`config.mk`:
```
export PLATFORM = sky130hd
export DESIGN_NAME = xbus_wr_seq
export DESIGN_NICKNAME = d
export VERILOG_FILES = /design/src/rtl/xbus_pkg.sv /design/src/rtl/xbus_busclk.sv /design/src/rtl/xbus_rdy_sync.sv /design/src/rtl/xbus_wr_fsm.sv /design/src/rtl/xbus_wr_seq.sv
export SDC_FILE = /design/constraint.sdc
export NUM_CORES = 1
export LEC_CHECK = 0
export BUFFER_PORTS_ARGS = -buffer_cell sky130_fd_sc_hd__buf_4
export CORE_MARGIN = 1.5
export CORE_UTILIZATION = 44
export DETAILED_ROUTE_END_ITERATION = 10
export PLACE_DENSITY = 0.66
export SLEW_MARGIN = 10
export SYNTH_ARGS = -nofsm -noshare
export SYNTH_HDL_FRONTEND = slang
export SYNTH_SLANG_ARGS = --single-unit
```
`constraint.sdc`:
```
create_clock -name clk -period 2.9 [get_ports clk]
set_input_delay 0.58 -clock clk [delete_from_list [all_inputs] [get_ports clk]]
set_output_delay 0.58 -clock clk [all_outputs]
set_load 0.01 [all_outputs]
```
`src/rtl/xbus_pkg.sv`:
```
package xbus_pkg;

   typedef enum logic [2:0] {
      ST_IDLE   = 3'd0,
      ST_ALIGN  = 3'd1,
      ST_LEAD   = 3'd2,
      ST_ACTIVE = 3'd3,
      ST_TRAIL  = 3'd4
   } xbus_state_e;

endpackage

```
`src/rtl/xbus_busclk.sv`:
```
module xbus_busclk #(
   parameter bit HALF_EN = 1'b1
) (
   input  logic clk,
   input  logic rst_n,
   input  logic half_mode,
   output logic bus_clk_o,
   output logic phase_hi_o
);

   generate
      if (HALF_EN) begin : g_half
         logic ph_q;

         always_ff @(posedge clk or negedge rst_n) begin
            if (!rst_n) ph_q <= 1'b0;
            else        ph_q <= ~ph_q;
         end

         assign bus_clk_o  = half_mode ? ph_q : clk;
         assign phase_hi_o = ph_q;

         // divided clock alternates every timing cycle once running
         p_half_toggle_r3: assert property (@(posedge clk) disable iff (!rst_n)
            $past(rst_n) |-> (ph_q != $past(ph_q)));
      end else begin : g_full
         assign bus_clk_o  = clk;
         assign phase_hi_o = 1'b0;
      end
   endgenerate

endmodule

```
`src/rtl/xbus_rdy_sync.sv`:
```
module xbus_rdy_sync #(
   parameter int STAGES = 2
) (
   input  logic clk,
   input  logic rst_n,
   input  logic async_i,
   output logic sync_o
);

   generate
      if (STAGES < 2) begin : g_bad_depth
         $error("xbus_rdy_sync: STAGES must be at least 2");
      end
   endgenerate

   logic [STAGES-1:0] chain_q;

   generate
      for (genvar i = 0; i < STAGES; i++) begin : g_stage
         if (i == 0) begin : g_first
            always_ff @(posedge clk or negedge rst_n) begin
               if (!rst_n) chain_q[0] <= 1'b0;
               else        chain_q[0] <= async_i;
            end
         end else begin : g_next
            always_ff @(posedge clk or negedge rst_n) begin
               if (!rst_n) chain_q[i] <= 1'b0;
               else        chain_q[i] <= chain_q[i-1];
            end
         end
      end
   endgenerate

   assign sync_o = chain_q[STAGES-1];

endmodule

```
`src/rtl/xbus_wr_fsm.sv`:
```
module xbus_wr_fsm
   import xbus_pkg::*;
#(
   parameter int CNT_W   = 4,
   parameter int MIN_ACT = 3
) (
   input  logic             clk,
   input  logic             rst_n,
   input  logic             half_mode,
   input  logic             phase_hi,
   input  logic [CNT_W-1:0] cfg_lead,
   input  logic [CNT_W-1:0] cfg_active,
   input  logic [CNT_W-1:0] cfg_trail,
   input  logic             use_rdy,
   input  logic             rdy_sync,
   input  logic             req,
   output xbus_state_e      state_o,
   output logic             accept_o,
   output logic             lead_go_o,
   output logic             ack_o
);

   localparam logic [CNT_W-1:0] ONE  = CNT_W'(1);
   localparam logic [CNT_W-1:0] ZERO = '0;
   localparam logic [CNT_W-1:0] MINA = CNT_W'(MIN_ACT);

   generate
      if (MIN_ACT >= (1 << CNT_W)) begin : g_bad_min
         $error("xbus_wr_fsm: MIN_ACT does not fit CNT_W");
      end
   endgenerate

   xbus_state_e      st_q, st_d;
   logic [CNT_W-1:0] cnt_q, cnt_d;
   logic [CNT_W-1:0] lead_eff, act_eff, trail_eff;
   logic             need_align;
   logic             last_cyc;

   // clamp programmed lengths: zero means one, ready mode needs a floor
   always_comb begin
      lead_eff  = (cfg_lead  == ZERO) ? ONE : cfg_lead;
      trail_eff = (cfg_trail == ZERO) ? ONE : cfg_trail;
      act_eff   = (cfg_active == ZERO) ? ONE : cfg_active;
      if (use_rdy && (act_eff < MINA)) act_eff = MINA;
   end

   // divided clock high now means low next cycle: lead would start off-edge
   assign need_align = half_mode & phase_hi;
   assign last_cyc   = (cnt_q == ZERO);

   always_comb begin
      st_d      = st_q;
      cnt_d     = cnt_q;
      accept_o  = 1'b0;
      lead_go_o = 1'b0;
      unique case (st_q)
         ST_IDLE: begin
            if (req) begin
               accept_o = 1'b1;
               if (need_align) begin
                  st_d = ST_ALIGN;
               end else begin
                  st_d      = ST_LEAD;
                  cnt_d     = lead_eff - ONE;
                  lead_go_o = 1'b1;
               end
            end
         end
         ST_ALIGN: begin
            st_d      = ST_LEAD;
            cnt_d     = lead_eff - ONE;
            lead_go_o = 1'b1;
         end
         ST_LEAD: begin
            if (last_cyc) begin
               st_d  = ST_ACTIVE;
               cnt_d = act_eff - ONE;
            end else begin
               cnt_d = cnt_q - ONE;
            end
         end
         ST_ACTIVE: begin
            if (!last_cyc) begin
               cnt_d = cnt_q - ONE;
            end else if (!use_rdy || rdy_sync) begin
               st_d  = ST_TRAIL;
               cnt_d = trail_eff - ONE;
            end
         end
         ST_TRAIL: begin
            if (last_cyc) st_d = ST_IDLE;
            else          cnt_d = cnt_q - ONE;
         end
         default: begin
            st_d = ST_IDLE;
         end
      endcase
   end

   always_ff @(posedge clk or negedge rst_n) begin
      if (!rst_n) begin
         st_q  <= ST_IDLE;
         cnt_q <= ZERO;
      end else begin
         st_q  <= st_d;
         cnt_q <= cnt_d;
      end
   end

   assign state_o = st_q;
   assign ack_o   = (st_q == ST_TRAIL) && last_cyc;

   // lead must open on a high divided clock in half-rate mode
   p_lead_on_rise_r3: assert property (@(posedge clk) disable iff (!rst_n)
      (half_mode && st_q == ST_LEAD && $past(st_q) != ST_LEAD) |-> phase_hi);

   // completion pulse lasts exactly one cycle
   p_ack_single_r9: assert property (@(posedge clk) disable iff (!rst_n)
      ack_o |=> !ack_o);

   // alignment is a single cycle followed by lead
   p_align_once_r3: assert property (@(posedge clk) disable iff (!rst_n)
      (st_q == ST_ALIGN) |=> (st_q == ST_LEAD));

   // ready mode never ends active before the floor length
   p_active_floor_r7: assert property (@(posedge clk) disable iff (!rst_n)
      (use_rdy && st_q == ST_ACTIVE && $past(st_q) == ST_LEAD) |-> (cnt_q >= MINA - ONE));

endmodule

```
`src/rtl/xbus_wr_seq.sv`:
```
module xbus_wr_seq
   import xbus_pkg::*;
#(
   parameter int ADDR_W      = 19,
   parameter int DATA_W      = 16,
   parameter int CNT_W       = 4,
   parameter int SYNC_STAGES = 2,
   parameter bit HALF_CLK_EN = 1'b1
) (
   input  logic              clk,
   input  logic              rst_n,
   input  logic              cfg_half_clk,
   input  logic [CNT_W-1:0]  cfg_lead,
   input  logic [CNT_W-1:0]  cfg_active,
   input  logic [CNT_W-1:0]  cfg_trail,
   input  logic              cfg_use_rdy,
   input  logic              req,
   input  logic [ADDR_W-1:0] req_addr,
   input  logic [DATA_W-1:0] req_data,
   output logic              ack,
   input  logic              bus_rdy_async,
   output logic              bus_clk_out,
   output logic              bus_cs_n,
   output logic              bus_we_n,
   output logic              bus_rnw,
   output logic [ADDR_W-1:0] bus_addr,
   output logic [DATA_W-1:0] bus_dout,
   output logic              bus_doe
);

   // synchronizer latency sets where the first ready sample lands
   localparam int MIN_ACT = SYNC_STAGES + 1;

   generate
      if (ADDR_W < 1 || DATA_W < 1) begin : g_bad_width
         $error("xbus_wr_seq: bus widths must be positive");
      end
      if (CNT_W < 2) begin : g_bad_cnt
         $error("xbus_wr_seq: CNT_W must be at least 2");
      end
   endgenerate

   logic              phase_hi;
   logic              half_mode;
   logic              rdy_sync;
   logic              accept;
   logic              lead_go;
   xbus_state_e       state;
   logic [ADDR_W-1:0] pend_addr_q, addr_q;
   logic [DATA_W-1:0] pend_data_q, data_q;

   assign half_mode = HALF_CLK_EN & cfg_half_clk;

   xbus_busclk #(.HALF_EN(HALF_CLK_EN)) u_clk (
      .clk        (clk),
      .rst_n      (rst_n),
      .half_mode  (half_mode),
      .bus_clk_o  (bus_clk_out),
      .phase_hi_o (phase_hi)
   );

   xbus_rdy_sync #(.STAGES(SYNC_STAGES)) u_rdy (
      .clk     (clk),
      .rst_n   (rst_n),
      .async_i (bus_rdy_async),
      .sync_o  (rdy_sync)
   );

   xbus_wr_fsm #(.CNT_W(CNT_W), .MIN_ACT(MIN_ACT)) u_fsm (
      .clk        (clk),
      .rst_n      (rst_n),
      .half_mode  (half_mode),
      .phase_hi   (phase_hi),
      .cfg_lead   (cfg_lead),
      .cfg_active (cfg_active),
      .cfg_trail  (cfg_trail),
      .use_rdy    (cfg_use_rdy),
      .rdy_sync   (rdy_sync),
      .req        (req),
      .state_o    (state),
      .accept_o   (accept),
      .lead_go_o  (lead_go),
      .ack_o      (ack)
   );

   // request capture at acceptance, bus copy at lead entry
   always_ff @(posedge clk or negedge rst_n) begin
      if (!rst_n) begin
         pend_addr_q <= '0;
         pend_data_q <= '0;
      end else if (accept) begin
         pend_addr_q <= req_addr;
         pend_data_q <= req_data;
      end
   end

   always_ff @(posedge clk or negedge rst_n) begin
      if (!rst_n) begin
         addr_q <= '0;
         data_q <= '0;
      end else if (lead_go) begin
         addr_q <= accept ? req_addr : pend_addr_q;
         data_q <= accept ? req_data : pend_data_q;
      end
   end

   // strobes decoded from the registered phase
   always_comb begin
      bus_cs_n = 1'b1;
      bus_we_n = 1'b1;
      bus_rnw  = 1'b1;
      bus_doe  = 1'b0;
      unique case (state)
         ST_LEAD: begin
            bus_cs_n = 1'b0;
            bus_rnw  = 1'b0;
         end
         ST_ACTIVE: begin
            bus_cs_n = 1'b0;
            bus_we_n = 1'b0;
            bus_rnw  = 1'b0;
            bus_doe  = 1'b1;
         end
         ST_TRAIL: begin
            bus_rnw  = 1'b0;
            bus_doe  = 1'b1;
         end
         default: begin
         end
      endcase
   end

   assign bus_addr = addr_q;
   assign bus_dout = data_q;

   // write strobe only inside chip select
   p_we_in_cs_r6: assert property (@(posedge clk) disable iff (!rst_n)
      !bus_we_n |-> !bus_cs_n);

   // data drivers only during a write cycle
   p_doe_in_write_r6: assert property (@(posedge clk) disable iff (!rst_n)
      bus_doe |-> !bus_rnw);

   // idle and alignment cycles keep strobes and drivers inactive
   p_idle_quiet_r4: assert property (@(posedge clk) disable iff (!rst_n)
      (bus_cs_n && bus_rnw) |-> (bus_we_n && !bus_doe));

   // address held across consecutive non-write cycles
   p_addr_hold_r5: assert property (@(posedge clk) disable iff (!rst_n)
      (bus_rnw && $past(bus_rnw)) |-> $stable(bus_addr));

endmodule

```
### Word level (Yosys, flattened, before mapping)

Cells that the tools add are included.
Widths: inputs -> output; s select.

* add/sub/neg operators: 4
* multipliers: 0
* divide/modulo/power cells: 0
* order comparisons: 1
* equality and inequality tests: 12
* shift-type cells: 0
* muxes and demuxes: 30
* bitwise gates (word level): 2
* reductions and logical operators: 15

Operators by type and width (count)
* $mux 4: 10
* $pmux 4 s5: 1
* $mux 19: 1
* $logic_not 4->1: 4
* $mux 16: 1
* $sub 4x1->4 const B: 4
* $mux 3: 5
* $pmux 3 s5: 1
* $reduce_and 5->1: 2
* $mux 1: 9
* $ne 2x1->1 const B: 4
* $eq 3x2->1 const B: 2
* $ne 2x2->1 const B: 3
* $reduce_bool 5->1: 1
* $lt 4x2->1 const B: 1
* $reduce_or 2->1: 2
* $eq 3x1->1 const B: 1
* $eq 3x3->1 const B: 1
* $logic_not 3->1: 1
* $ne 3x3->1 const B: 1
* $reduce_or 3->1: 1
* $logic_and 1x1->1: 2
* $mux 2: 1
* $pmux 1 s2: 1
* other kinds (4): 4

* register bits: 80
* bits in latches: 0
* RAM bits: 0
* ROM bits: 0
* output and inout port bits: 41
* word-level logic and storage cells: 73
* memories kept: 0

### Depth between registers and ports, before layout

Gate-level depths: netlist of run 1.

* word-level depth: 8
* depth in mapped cells: 8
* depth with buffers taken out: 8

### By module

A second synthesis of run 1 with hierarchy kept.

* cell total of the unflattened synthesis: 256
* area, all modules: 3762.4 um^2

Modules (own cells, without submodules)
* xbus_wr_seq: instances 1, cells an instance 153, area an instance 2891.5 um^2, sequential area each 1751.7 um^2
* xbus_wr_fsm: instances 1, cells an instance 98, area an instance 777.0 um^2, sequential area each 175.2 um^2
* xbus_rdy_sync: instances 1, cells an instance 2, area an instance 50.0 um^2, sequential area each 50.0 um^2
* xbus_busclk: instances 1, cells an instance 3, area an instance 43.8 um^2, sequential area each 25.0 um^2

==> results of run 1 <==
==> stage by stage <==
stage | std cells | instance area, sq um | util
finish | 449 | 4510 | 0.581
global route | 449 | 4510 | 0.581
CTS | 449 | 4510 | 0.581
global placement | 433 | 4320 | 0.556
floorplan | 245 | 3530 | -
detailed placement | 433 | 4320 | 0.556
==> worst max-delay path, stage by stage <==
cell and delay [ns]:
clkbuf_8 0.15, clkbuf_8 0.17, inv_1 0.05, o21ai_0 0.07, buf_4 0.15
==> where the power goes <==
group / internal [mW] / switching, mW / leakage, nW
Combinational: 1.14 / 0.796 / 1.11
Sequential: 1.63 / 0.249 / 0.983
Clock: 0.413 / 0.413 / 0.102
Total: 3.18 / 1.46 / 2.20
==> cells by family (layout without fill, tap and decap cells) <==
kind of cell	Yosys count	count (layout)	share of synthesized area
buffers and inverters	19	121	0.0329
multiplexers	73	73	0.264
flip-flops	80	80	0.567
XOR/XNOR	4	4	0.00992
AO/OA/AOI/OAI	28	28	0.0567
AND/OR/NAND/NOR	36	36	0.0521
adder cells (fa/ha/maj)	5	5	0.0177
==> placed cells by master (no fill, tap or decap), types with 2 or more instances in the layout <==
| cell | instances |
|---|---|
| buf_4 | 95 |
| dfrtp_1 | 80 |
| mux2_2 | 36 |
| mux2_4 | 30 |
| nor2_1 | 13 |
| inv_1 | 9 |
| clkbuf_8 | 9 |
| a21oi_1 | 8 |
| nand2_1 | 6 |
| mux2_1 | 5 |
| ha_1 | 5 |
| nor3_1 | 4 |
| o21ai_0 | 3 |
| o21ai_1 | 3 |
| or3b_1 | 2 |
| nand2b_1 | 2 |
| nor3b_1 | 2 |
| nand3_1 | 2 |
| nor2b_1 | 2 |
| xnor2_1 | 2 |
| xor2_1 | 2 |
| mux2i_1 | 2 |
| a221oi_1 | 2 |
| clkbuf_1 | 2 |
| clkinvlp_4 | 2 |
| inv_6 | 2 |
==> registers in the layout (all words and copies together) (netlist names) <==
register / count
u_rdy.chain_q: 1
bus_addr: 19
u_fsm.cnt_q: 4
u_fsm.state_o: 3
bus_dout: 16
u_clk.phase_hi_o: 1
u_rdy.sync_o: 1
pend_data_q: 16
pend_addr_q: 19
==> routing by layer <==
| metal | part of all wire | track usage | vias up |
|---|---|---|---|
| met5 | 0 | 0 | - |
| met4 | 0.011 | 0.0667 | 0 |
| met3 | 0.048 | 0.0427 | 6 |
| met2 | 0.49 | 0.255 | 46 |
| met1 | 0.46 | 0.211 | 1081 |
| li1 | - | - | 1056 |
==> layout make-up <==
| class | count | area share |
|---|---|---|
| Clock buffer | 12 | 0.0308 |
| Clock inverter | 6 | 0.0147 |
| Inverter | 8 | 0.00666 |
| Multi-Input combinational cell | 146 | 0.315 |
| Sequential cell | 80 | 0.444 |
| Tap cell | 102 | 0.0283 |
| Timing Repair Buffer | 95 | 0.161 |
==> synthesized netlist by cell type, types with 3 or more instances <==
cell type / count
o21ai_0: 3
buf_2: 3
o21ai_1: 3
a21oi_1: 8
buf_6: 5
mux2_4: 30
inv_1: 9
dfrtp_1: 80
ha_1: 5
nor3_1: 4
nor2_1: 13
mux2_2: 36
mux2_1: 5
nand2_1: 6
==> worst min path at each step <==
| stage | endpoint | cells past startpoint | from |
|---|---|---|---|
| after global placement | u_rdy.sync_o$_DFF_PN0_ | 0 | u_rdy.chain_q[0]$_DFF_PN0_ |
| after detailed placement | u_rdy.sync_o$_DFF_PN0_ | 0 | u_rdy.chain_q[0]$_DFF_PN0_ |
| final | u_rdy.chain_q[0]$_DFF_PN0_ | 1 | bus_rdy_async |
| after floorplan | bus_addr[0]$_DFFE_PN0P_ | 0 | rst_n |
| after CTS | u_rdy.chain_q[0]$_DFF_PN0_ | 1 | bus_rdy_async |
| after global routing | u_rdy.chain_q[0]$_DFF_PN0_ | 1 | bus_rdy_async |
==> reports/metrics.yaml, run 1 <==
ys_types: 40
ant_nets: 0
final.setup.tns_ns: 0
io_buffers: 93
area_delta_synth_final_pct: 27.7
holdWs_ns: 0.341
io_pins: 94
grt_antenna_before_repair: 0
start_util: 0.455
ff_latch_area_sq_um: 2000
root_buffer: "clkbuf_8"
cts.htree.levels: 3
finClkSkew_ns: 0.0111
post-route-drc-count: 0
holdBufCountCts: 0
syn_nets: 303
r2r_setup_slack_ns: 0.61
synth-edff-count: 0
layout-drive-gt1-share: 0.522
drtIter0Drc: 61
cts_buffers: 9
cp-start-kind: "clock port"
synth_flop_cell: "dfrtp_1"
layout.nets: 400
p_leak_nw: 2.20
synth_top_cell_by_area: "dfrtp_1"
r2r_cells: 5
p_per_area_nw_per_um2: 1030
cts_resized: 0
die_y_microns: 92.6
die_w_microns: 92.6
yosys.area.top_type_share: 0.567
rows: 32
ys_top_cells_by_area: "dfrtp_1 57%, mux2_4 13%, mux2_2 11%"
endpoint: "bus_clk_out"
hpwl_mm: 4.66
endpoint_kind: "primary output"
grt_pass1_wl_mm: 10.7
synth.cell_area_sq_um: 3530
critPathMaxFanout: 8
gp_congestion: 0.876
hp-class: "input port to register"
avgSynthCellArea_sq_um: 14.4
total_power_mw: 4.63
setup_ws_ns: 0.281
r2r_end: "bus_addr[7]$_DFFE_PN0P_"
run_status: "completed"
ir_worst_vdd_v: 0.000436
cap_violations: 0
overflow: 0
grt_pass1_vias: 2224
synth_seq_area_share: 0.567
max_slew.worst_pin.slew_ns: 0.972
vias_per_cell: 4.88
grt_usage: 0.162
crit_start: "clk"
async_reset_ff_frac: 1.00
arrival_ns: 2.04
worstSkewPairLatency_ns: 0.34
cts_max_path_buffers: 2
grt_max_degree: 81
slew_headroom: 0.352
core-area_sq_um: 7770
firstDrtPassIters: 4
num_vias: 2189
rr_startpoint: "u_fsm.state_o[0]$_DFFE_PN0P_"
dieArea_sq_um: 8570
postCtsSetupRepairBufs: 0
hold_viol_final: 0
multiInputGateArea_sq_um: 1420
synthCells: 245
clk_pin_slew_worst_paths_ns: 0.08
setup_viol: 0
wl_mm: 6.69
yosys_warnings: 0
fillers: 668
crit_required_ns: 2.32
cts_tree: "built"
drv_slew: 0
worstSetupPathType: "clock port to primary output"
ys_seq_elements: 80
avgRoutedWirePerCell_microns: 14.9
n_antenna_cell: 0
rsz0062_at_grt: "no"
pre_cts_slack_ns: 0.591
Note: power is estimated with default switching activity, not from simulation.
==> run 2: changes to the inputs <==
--- a/config.mk
+++ b/config.mk
@@ -9,7 +9,7 @@
 export CORE_MARGIN = 1.5
 export CORE_UTILIZATION = 44
 export DETAILED_ROUTE_END_ITERATION = 10
-export PLACE_DENSITY = 0.66
+export PLACE_DENSITY = 0.68
 export SLEW_MARGIN = 10
 export SYNTH_ARGS = -nofsm -noshare
 export SYNTH_HDL_FRONTEND = slang
==> constraint.sdc (replaced) <==
create_clock -name clk -period 2.3 [get_ports clk]
set_input_delay 0.46 -clock clk [delete_from_list [all_inputs] [get_ports clk]]
set_output_delay 0.46 -clock clk [all_outputs]
set_load 0.01 [all_outputs]
==> reports/metrics.yaml, run 2 (synthesis results as in run 1) <==
run_status: "completed"
vias_per_cell: 4.96
hp-class: "input port to asynchronous set/reset pin"
path_delay_family: "buffers and inverters"
hold_viol_final: 0
final_common_cell: "buf_4"
io_pins: 94
r2r_cells: 5
final_cell_mix: "96 x buf_4, 80 x dfrtp_1, 36 x mux2_2"
rows: 32
layout-drive-gt1-share: 0.537
crit_path_cell_trace: "clkbuf_8 > clkbuf_8 > inv_1 > o21ai_0 > buf_4"
r2r_setup_slack_ns: 0.31
crit_top_cell: "clkbuf_8"
r2r_end: "bus_addr[0]$_DFFE_PN0P_"
p_leak_nw: 2.25
setup_viol: 0
dieArea_sq_um: 8570
clk_pin_slew_worst_paths_ns: 0.09
grt_antenna_before_repair: 0
finClkSkew_ns: 0.00714
cts.htree.levels: 3
cts_resized: 0
die_w_microns: 92.6
max_stage_delay_ns: 0.18
max_slew.worst_pin.slew_ns: 0.447
worstSkewPairLatency_ns: 0.35
layout.nets: 403
drv_slew: 0
grt_usage: 0.164
area_delta_synth_final_pct: 30.4
rr_startpoint: "u_fsm.state_o[1]$_DFFE_PN0P_"
p_per_area_nw_per_um2: 1320
grt_pass1_vias: 2249
endpoint_kind: "primary output"
num_vias: 2240
pre_cts_slack_ns: 0.266
root_buffer: "clkbuf_8"
total_power_mw: 6.06
cpMaxStageDelayCell: "clkbuf_8"
setup_ws_ns: 0.0845
n_antenna_cell: 0
cap_violations: 0
cts_buffers: 9
postCtsSetupRepairBufs: 0
crit_required_ns: 1.84
slew_headroom: 0.702
avgRoutedWirePerCell_microns: 14.6
final.setup.tns_ns: 0
cp-start-kind: "clock port"
critPathMaxFanout: 8
worstSetupPathType: "clock port to primary output"
fin_cells: 452
arrival_ns: 1.76
post-route-drc-count: 0
holdBufCountCts: 0
start_util: 0.455
ir_worst_vdd_v: 0.000535
firstDrtPassIters: 4
die_y_microns: 92.6
wl_mm: 6.58
io_buffers: 93
overflow: 0
fillers: 644
cts_tree: "built"
rsz0062_at_grt: "no"
placedCellCount: 436
drtIter0Drc: 60
core-area_sq_um: 7770
path_buf_inv: 4
ant_nets: 0
grt_pass1_wl_mm: 10.7
grt_max_degree: 47
gp_congestion: 0.865
holdWs_ns: 0.0387
hpwl_mm: 4.66
cts_max_path_buffers: 2
-- run 2: worst reg2reg max path, stage by stage, from the launching register on --
cell,delay (ns)
dfrtp_1,0.47
nor2_2,0.24
and3_4,0.34
buf_12,0.21
mux2_1,0.36
mux2_2,0.26
-- run 2: layer usage --
metal,part of all wire,GRT usage
met2,0.47,0.248
met1,0.45,0.215
met4,0.021,0.0885
met3,0.052,0.0419
met5,0,0
-- run 2: where the power goes --
part	switching (mW)	total, mW	internal (mW)
Clock	0.557	1.22	0.666
Combinational	1.05	2.51	1.46
Sequential	0.277	2.33	2.05
Total	1.88	6.06	4.18
-- run 2: cell type report --
cell class                      count  area [sq um]  share of cell area
Sequential cell                    80          2000               0.435
Multi-Input combinational cell    146          1430               0.310
Timing Repair Buffer               98           773               0.168
Clock buffer                       11           145              0.0315
Tap cell                          102           128              0.0277
Clock inverter                      7           101              0.0220
Inverter                            8          30.0             0.00652
-- run 2: how the worst max path moves through the flow --
stage	slack [ns]	from	cells after the start	endpoint
after floorplan	0.46	u_fsm.cnt_q[0]$_DFFE_PN0P_	8	u_fsm.cnt_q[1]$_DFFE_PN0P_
after global placement	0.37	u_fsm.cnt_q[0]$_DFFE_PN0P_	7	u_fsm.cnt_q[1]$_DFFE_PN0P_
after detailed placement	0.27	u_fsm.cnt_q[0]$_DFFE_PN0P_	7	u_fsm.cnt_q[1]$_DFFE_PN0P_
after CTS	0.05	u_fsm.cnt_q[0]$_DFFE_PN0P_	5	ack
after global routing	0.02	u_fsm.cnt_q[0]$_DFFE_PN0P_	5	ack
final	0.08	clk	5	bus_clk_out
-- run 2: through the flow --
stage	area (sq um)	util
finish	4610	0.593
global route	4610	0.593
CTS	4600	0.592
detailed placement	4370	0.562
global placement	4370	0.562
floorplan	3530	-
